<file path="src/rtl/irqc_pkg.sv">
// Package: shared constants for the shared-word interrupt aggregator.
// Assumes a 32-bit register split into two 16-bit halves.
package irqc_pkg;
    localparam int WORD_W = 32;
    localparam int HALF_W = 16;
    typedef logic [WORD_W-1:0] word_t;
endpackage

</file>
<file path="src/rtl/irqc_src_latch.sv">
// Module: per-source edge detector and pending latch.
// Does: sets pending bit i on a rising edge of src_in[i]; clears it on clr_vec[i].
// Assumes: src_in is synchronous to clk; when set and clear coincide, set wins.
module irqc_src_latch #(
    parameter int NUM_SRC = 7
) (
    input  logic               clk,
    input  logic               rst_n,
    input  logic [NUM_SRC-1:0] src_in,
    input  logic [NUM_SRC-1:0] clr_vec,
    output logic [NUM_SRC-1:0] stat_q
);
    logic [NUM_SRC-1:0] src_q;
    logic [NUM_SRC-1:0] rise;

    // Purpose: keep the previous source level for edge detection.
    always_ff @(posedge clk) begin
        if (!rst_n) src_q <= '0;
        else        src_q <= src_in;
    end

    // Purpose: flag the 0-to-1 transitions seen this cycle.
    always_comb rise = src_in & ~src_q;

    for (genvar i = 0; i < NUM_SRC; i++) begin : g_bit
        // Purpose: hold pending bit i; a new edge overrides a clear.
        always_ff @(posedge clk) begin
            if (!rst_n)          stat_q[i] <= 1'b0;
            else if (rise[i])    stat_q[i] <= 1'b1;
            else if (clr_vec[i]) stat_q[i] <= 1'b0;
        end


        status_set_chk: assert property (@(posedge clk) disable iff (!rst_n)
            rise[i] |=> stat_q[i]);

        status_clr_chk: assert property (@(posedge clk) disable iff (!rst_n)
            (clr_vec[i] && !rise[i]) |=> !stat_q[i]);

        status_hold_chk: assert property (@(posedge clk) disable iff (!rst_n)
            (!clr_vec[i] && !rise[i]) |=> (stat_q[i] == $past(stat_q[i])));
    end
endmodule

</file>
<file path="src/rtl/irqc_regfile.sv">
// Module: register decode, enable storage and read-word assembly.
// Does: a write loads the enables and turns 1s in the pending half into clears.
// Assumes: single-cycle accesses; read data is combinational and has no side effects.
module irqc_regfile
    import irqc_pkg::*;
#(
    parameter int              NUM_SRC  = 7,
    parameter int              SRC_BASE = 0,
    parameter int              ADDR_W   = 12,
    parameter logic [ADDR_W-1:0] REG_ADDR = 12'h018
) (
    input  logic               clk,
    input  logic               rst_n,
    input  logic               bus_sel,
    input  logic               bus_we,
    input  logic [ADDR_W-1:0]  bus_addr,
    input  word_t              bus_wdata,
    output word_t              bus_rdata,
    input  logic [NUM_SRC-1:0] stat_q,
    output logic [NUM_SRC-1:0] en_q,
    output logic [NUM_SRC-1:0] clr_vec
);
    localparam int EN_LO = SRC_BASE;
    localparam int ST_LO = HALF_W + SRC_BASE;

    logic  hit;
    logic  wr_hit;
    word_t word;
    logic  unused_wdata;

    // Purpose: decode an access aimed at this register.
    always_comb begin
        hit    = bus_sel && (bus_addr == REG_ADDR);
        wr_hit = hit && bus_we;
    end

    // Purpose: store the enables written by software.
    always_ff @(posedge clk) begin
        if (!rst_n)      en_q <= '0;
        else if (wr_hit) en_q <= bus_wdata[EN_LO +: NUM_SRC];
    end

    // Purpose: turn 1s in the pending half of a write into per-source clears.
    always_comb clr_vec = wr_hit ? bus_wdata[ST_LO +: NUM_SRC] : '0;

    // Purpose: assemble the read word; unused positions stay 0.
    always_comb begin
        word                    = '0;
        word[EN_LO +: NUM_SRC]  = en_q;
        word[ST_LO +: NUM_SRC]  = stat_q;
        bus_rdata               = (hit && !bus_we) ? word : '0;
    end

    // Purpose: mark write-data bits that no source uses.
    assign unused_wdata = ^bus_wdata;


    enable_load_chk: assert property (@(posedge clk) disable iff (!rst_n)
        wr_hit |=> (en_q == $past(bus_wdata[EN_LO +: NUM_SRC])));

    enable_keep_chk: assert property (@(posedge clk) disable iff (!rst_n)
        !wr_hit |=> $stable(en_q));
endmodule

</file>
<file path="src/rtl/irqc_irq_gen.sv">
// Module: registered level request to the parent controller.
// Does: raises irq_q when any source is both pending and enabled.
// Assumes: the request follows state changes with a one-clock lag.
module irqc_irq_gen #(
    parameter int NUM_SRC = 7
) (
    input  logic               clk,
    input  logic               rst_n,
    input  logic [NUM_SRC-1:0] en_q,
    input  logic [NUM_SRC-1:0] stat_q,
    output logic               irq_q
);
    logic active;

    // Purpose: detect any source that is both enabled and pending.
    always_comb active = |(en_q & stat_q);

    // Purpose: register the level request.
    always_ff @(posedge clk) begin
        if (!rst_n) irq_q <= 1'b0;
        else        irq_q <= active;
    end


    irq_raise_chk: assert property (@(posedge clk) disable iff (!rst_n)
        active |=> irq_q);

    irq_drop_chk: assert property (@(posedge clk) disable iff (!rst_n)
        !active |=> !irq_q);
endmodule

</file>
<file path="src/rtl/irq_combiner.sv">
// Module: top of the shared-word interrupt aggregator.
// Does: wires source latching, register access and request generation together.
// Assumes: SRC_BASE + NUM_SRC <= 16; synchronous active-low reset.
module irq_combiner #(
    parameter int                NUM_SRC  = 7,
    parameter int                SRC_BASE = 0,
    parameter int                ADDR_W   = 12,
    parameter logic [ADDR_W-1:0] REG_ADDR = 12'h018
) (
    input  logic               clk,
    input  logic               rst_n,
    input  logic               bus_sel,
    input  logic               bus_we,
    input  logic [ADDR_W-1:0]  bus_addr,
    input  logic [31:0]        bus_wdata,
    output logic [31:0]        bus_rdata,
    input  logic [NUM_SRC-1:0] src_in,
    output logic               irq_out
);
    logic [NUM_SRC-1:0] stat_q;
    logic [NUM_SRC-1:0] en_q;
    logic [NUM_SRC-1:0] clr_vec;

    irqc_src_latch #(.NUM_SRC(NUM_SRC)) u_latch (
        .clk(clk), .rst_n(rst_n), .src_in(src_in),
        .clr_vec(clr_vec), .stat_q(stat_q)
    );

    irqc_regfile #(
        .NUM_SRC(NUM_SRC), .SRC_BASE(SRC_BASE),
        .ADDR_W(ADDR_W), .REG_ADDR(REG_ADDR)
    ) u_regs (
        .clk(clk), .rst_n(rst_n), .bus_sel(bus_sel), .bus_we(bus_we),
        .bus_addr(bus_addr), .bus_wdata(bus_wdata), .bus_rdata(bus_rdata),
        .stat_q(stat_q), .en_q(en_q), .clr_vec(clr_vec)
    );

    irqc_irq_gen #(.NUM_SRC(NUM_SRC)) u_irq (
        .clk(clk), .rst_n(rst_n), .en_q(en_q), .stat_q(stat_q), .irq_q(irq_out)
    );
endmodule

</file>
<file path="config.mk">
export PLATFORM = sky130hd
export DESIGN_NAME = irq_combiner
export DESIGN_NICKNAME = d
export VERILOG_FILES = /design/src/rtl/irqc_pkg.sv /design/src/rtl/irqc_src_latch.sv /design/src/rtl/irqc_regfile.sv /design/src/rtl/irqc_irq_gen.sv /design/src/rtl/irq_combiner.sv
export SDC_FILE = /design/constraint.sdc
export NUM_CORES = 1
export LEC_CHECK = 0
export CAP_MARGIN = 40
export CORE_UTILIZATION = 33
export CTS_CLUSTER_DIAMETER = 100
export CTS_CLUSTER_SIZE = 30
export DETAILED_ROUTE_END_ITERATION = 6
export GPL_TIMING_DRIVEN = 0
export PLACE_DENSITY_LB_ADDON = 0.25
export SLEW_MARGIN = 20
export SYNTH_ARGS = -nofsm -noshare
export SYNTH_HDL_FRONTEND = slang
export SYNTH_SLANG_ARGS = --single-unit
</file>
<file path="constraint.sdc">
create_clock -name clk -period 2.6 [get_ports clk]
set_input_delay 0.52 -clock clk [delete_from_list [all_inputs] [get_ports clk]]
set_output_delay 0.52 -clock clk [all_outputs]
set_load 0.01 [all_outputs]
</file>
### Word-level counts from Yosys, hierarchy flattened

Cells that the tools add are included.

* bitwise gates (word level): 3
* reductions and logical operators: 12
* multiplexer cells: 16
* eq/ne operators: 1

Operators with widths (count)
* two-way mux 23 bit: 1
* AND 7 bit: 2
* two-way mux 1 bit: 14
* nonzero test 2 bit: 7
* == test 12 x 5 -> 1 bit, second input constant: 1
* two-way mux 7 bit: 1
* NOT 7 bit: 1
* OR reduction 7 bit: 1
* logical AND 1 bit: 3
* zero test 1 bit: 1

* logic and storage cells: 42
* register bits: 22
* input bits: 55

### Logic depth before layout (Yosys ltp)

* depth in word-level cells: 6
* depth in mapped cells: 4

### By module

From an unflattened synthesis, not the netlist that was laid out.

* cells, all modules: 127
* area total of the unflattened synthesis: 1199.9 um2

By module, submodules not included
* irqc_regfile: cells an instance 78, area an instance 658.1 um2, sequential area each 140.1 um2, times used 1
* irqc_src_latch: cells an instance 43, area an instance 486.7 um2, sequential area each 280.3 um2, times used 1
* irqc_irq_gen: cells an instance 6, area an instance 55.1 um2, sequential area each 20.0 um2, times used 1

### Worst setup path after synthesis

OpenSTA, ideal clock, no wires.

* kind: input -> output
* start: input port bus_we
* end: output port bus_rdata[16]
* required time: 2.080 ns
* path buffers: 1
* arrival: 1.820 ns
* stages: 4
* setup slack: 0.260 ns
* path through: or4b_2 -> nor4_4 -> clkbuf_1 -> and2_1

* cells in the longest elaborated chain, start to end: 3

RTL lines
* start: declaration: RTL line irq_combiner.sv:13 `input logic bus_we,`
* zero test 1 bit: RTL line irqc_regfile.sv:51 `bus_rdata = (hit && !bus_we) ? word : '0;`
* logical AND 1 bit: RTL line irqc_regfile.sv:51
* two-way mux 23 bit: RTL line irqc_regfile.sv:51
* end: declaration: RTL line irq_combiner.sv:16 `output logic [31:0] bus_rdata,`

Every way passes these cells.

### Final worst setup path

* start: input port bus_addr[5]
* end: output port bus_rdata[5]

* cells in the longest elaborated chain, start to end: 4

RTL lines
* start: declaration: RTL line irq_combiner.sv:14 `input logic [ADDR_W-1:0] bus_addr,`
* == test 12 x 5 -> 1 bit: RTL line irqc_regfile.sv:33 `hit = bus_sel && (bus_addr == REG_ADDR);`
* logical AND 1 bit: RTL line irqc_regfile.sv:33
* logical AND 1 bit: RTL line irqc_regfile.sv:51
* two-way mux 23 bit: RTL line irqc_regfile.sv:51

Every way passes these cells.

==> run_results.csv <==
group,metric,value,unit
die,initial_core_util,0.345,
detailed_routing,drc,0,
timing,fin_ws,38.7,ps
min_path,holdCritStartpoint,"u_regs.en_q[0]",
power,ir_drop,337,uV
timing,fmax,390,MHz
detailed_routing,drt_first_pass_iters,4,
cts,cts.sinks,22,
timing,hold_viol,0,
placement,placed_cell_area,1770,um2
timing,fin_tns_setup,0,ps
cts,htree_levels,1,
detailed_routing,vias,1070,
yosys,yosysTopAreaCell,"dfxtp_1",
yosys,synthTopCellsByArea,"dfxtp_1 (38%), buf_4 (12%), and2_1 (11%), nor2b_1 (7.6%), mux2i_1 (6.1%)",
status,status,"finished clean",
final_layout,fin_nets,261,
final_layout,nFillCells,335,
critical_path,required,2080,ps
die,die_h,61.0,um
grt,track_usage,0.159,
final_layout,stdcell_area,1840,um2
yosys,syn-cell-area,1150,um2
grt,grt_pass1_vias,1026,
placement,place_congestion,0.761,
critical_path,criticalPathCategory,"in2out",
yosys,synth.avg_cell_area,8.98,um2
power,power_density,361,nW/um2
detailed_routing,via_per_inst,4.26,
yosys,yosysSeqAreaShare,0.383,
cts,cts_buffers,3,
grt,antenna_found_initial,0,
placement,pre_cts_ws,-892,ps
timing,rsz0062_at_grt,"yes",
grt,grt_most_used_layer,"met2",
critical_path,start_kind,"input port",
yosys,synthesis.instances,128,
final_layout,antenna_cells,0,
die,die_area,3720,um2
cts,path_clk_slew,120,ps
cts,clock_latency,300,ps
timing,skew,4.64,ps
timing,finalWorstPathRequiredPeriod,2560,ps
grt,use_met1,0.172,
final_layout,final_cell_mix,"buf_4 (23), clkdlybuf4s50_1 (22), dfxtp_1 (22), conb_1 (18)",
critical_path,rr_startpoint,"u_latch.stat_q[6]",
power,p_total,0.664,mW
yosys,synthDistinctLibCells,21,
grt,grt_use_met2,0.314,
final_layout,final_common_cell,"buf_4",
placement,placed_cells,241,
die,top_level_ports,88,
grt,overflow,0,
critical_path,end_kind,"primary output",
final_layout,final_util,0.552,
flow_run,drv_cap,0,
grt,grt_pass1_wl,4.36,mm
timing,finalSetupViolCount,0,
die,rows,21,
detailed_routing,wl_per_cell,11.2,um
placement,dpl.hpwl,2.15,mm
min_path,hp-class,"reg2reg",
cts,ctsHoldBuffers,0,
cts,cts_tree,"built",
power,cellLeakagePower,0.845,nW
grt,grt_max_degree,13,
critical_path,critical_path_peak_fanout,3,
detailed_routing,drt-initial-drc-count,18,
cts,cts_buffer_depth,2,
detailed_routing,finalWirelength,2.81,mm
grt,grt_use_met3,0.0357,
timing,holdWs,484,ps
critical_path,critPathLaunch,"bus_addr[5]",
final_layout,drive_above_1_share,0.317,
yosys,yosys_warnings,0,
yosys,synth_top_area_frac,0.383,
critical_path,arrival,2040,ps
placement,port_buffers,50,
detailed_routing,drt.antenna.violating_nets,0,
final_layout,fin_cells,251,
final_layout,areaGrowthSynthToFinish,60.1,%
cts,root_buffer,"clkbuf_4",
timing,final-max-slew-violation-count,0,
yosys,ys_ff_latch,22,
die,coreArea,3340,um2
timing,post-route-period-util,0.985,
die,die_w,61.0,um
## sequential cells by signal, indices dropped and copies added (netlist names)
register and cells:
u_irq.irq_q 1, u_latch.src_q 7, u_latch.stat_q 7, u_regs.en_q 7
## synthesized netlist by cell type, drive strengths merged
library cell and count:
dfxtp 22, and2 21, buf 19, nand2 14, nor2b 14, a21oi 7
mux2i 7, o21ai 7, clkbuf 4, a22oi 2, nor4 2, or4b 2
a222oi 1, a31oi 1, conb 1, inv 1, or2b 1, or4 1
or4bb 1
## logic make-up (layout without fill, tap and decap cells)
family                 Yosys count  count (layout)  share of synthesized area
other                            1              18                    0.00326
and+or+nand+nor                 56              56                      0.321
DFF                             22              22                      0.383
muxes                            7               7                     0.0609
buffers and inverters           24              84                      0.144
AOI/OAI and AO/OA               18              18                     0.0881
## critical path, cell delays in order
cell and delay, ps:
buf_6 90, or4b_4 540, nor4_4 340, clkbuf_8 200
buf_4 110, and2_4 120, buf_2 110
## path summary, 6_finish.rpt
check | slack, ps | cells after the start | end
hold / removal | 480 | 2 | u_regs.en_q[0]
hold reg to reg | 480 | 2 | u_regs.en_q[0]
setup / recovery | 40 | 7 | bus_rdata[5]
setup reg to reg | 1610 | 2 | u_irq.irq_q
## power by group
| group | switching [mW] | total [mW] | leakage [nW] | internal (mW) |
|---|---|---|---|---|
| registers | 0.00868 | 0.360 | 0.181 | 0.351 |
| clock network | 0.0971 | 0.182 | 0.0210 | 0.0853 |
| logic | 0.0454 | 0.122 | 0.643 | 0.0764 |
## layer usage
metal / vias to the layer above / wire length [um] / part of all wire
li1: 538 / - / -
met1: 487 / 1140 / 0.41
met2: 43 / 1460 / 0.52
met3: 2 / 191 / 0.068
met4: 0 / 13 / 0.0046
met5: - / 0 / 0
## what timing repair did
action / in CTS / in global routing
setup endpoints to repair: 14 / 12
buffers inserted: 8 / 1
resized for setup: 103 / 11
gates cloned: 1 / 0
pin swaps: 5 / 2
## layout make-up
class	count	area (um2)	area share
Multi-Input combinational cell	99	634	0.345
Timing Repair Buffer	56	497	0.270
Sequential cell	22	440	0.239
Buffer	23	171	0.0931
Tap cell	46	57.6	0.0313
Clock buffer	4	36.3	0.0197
Inverter	1	3.75	0.00204
Note: power is estimated with default switching activity, not from simulation.
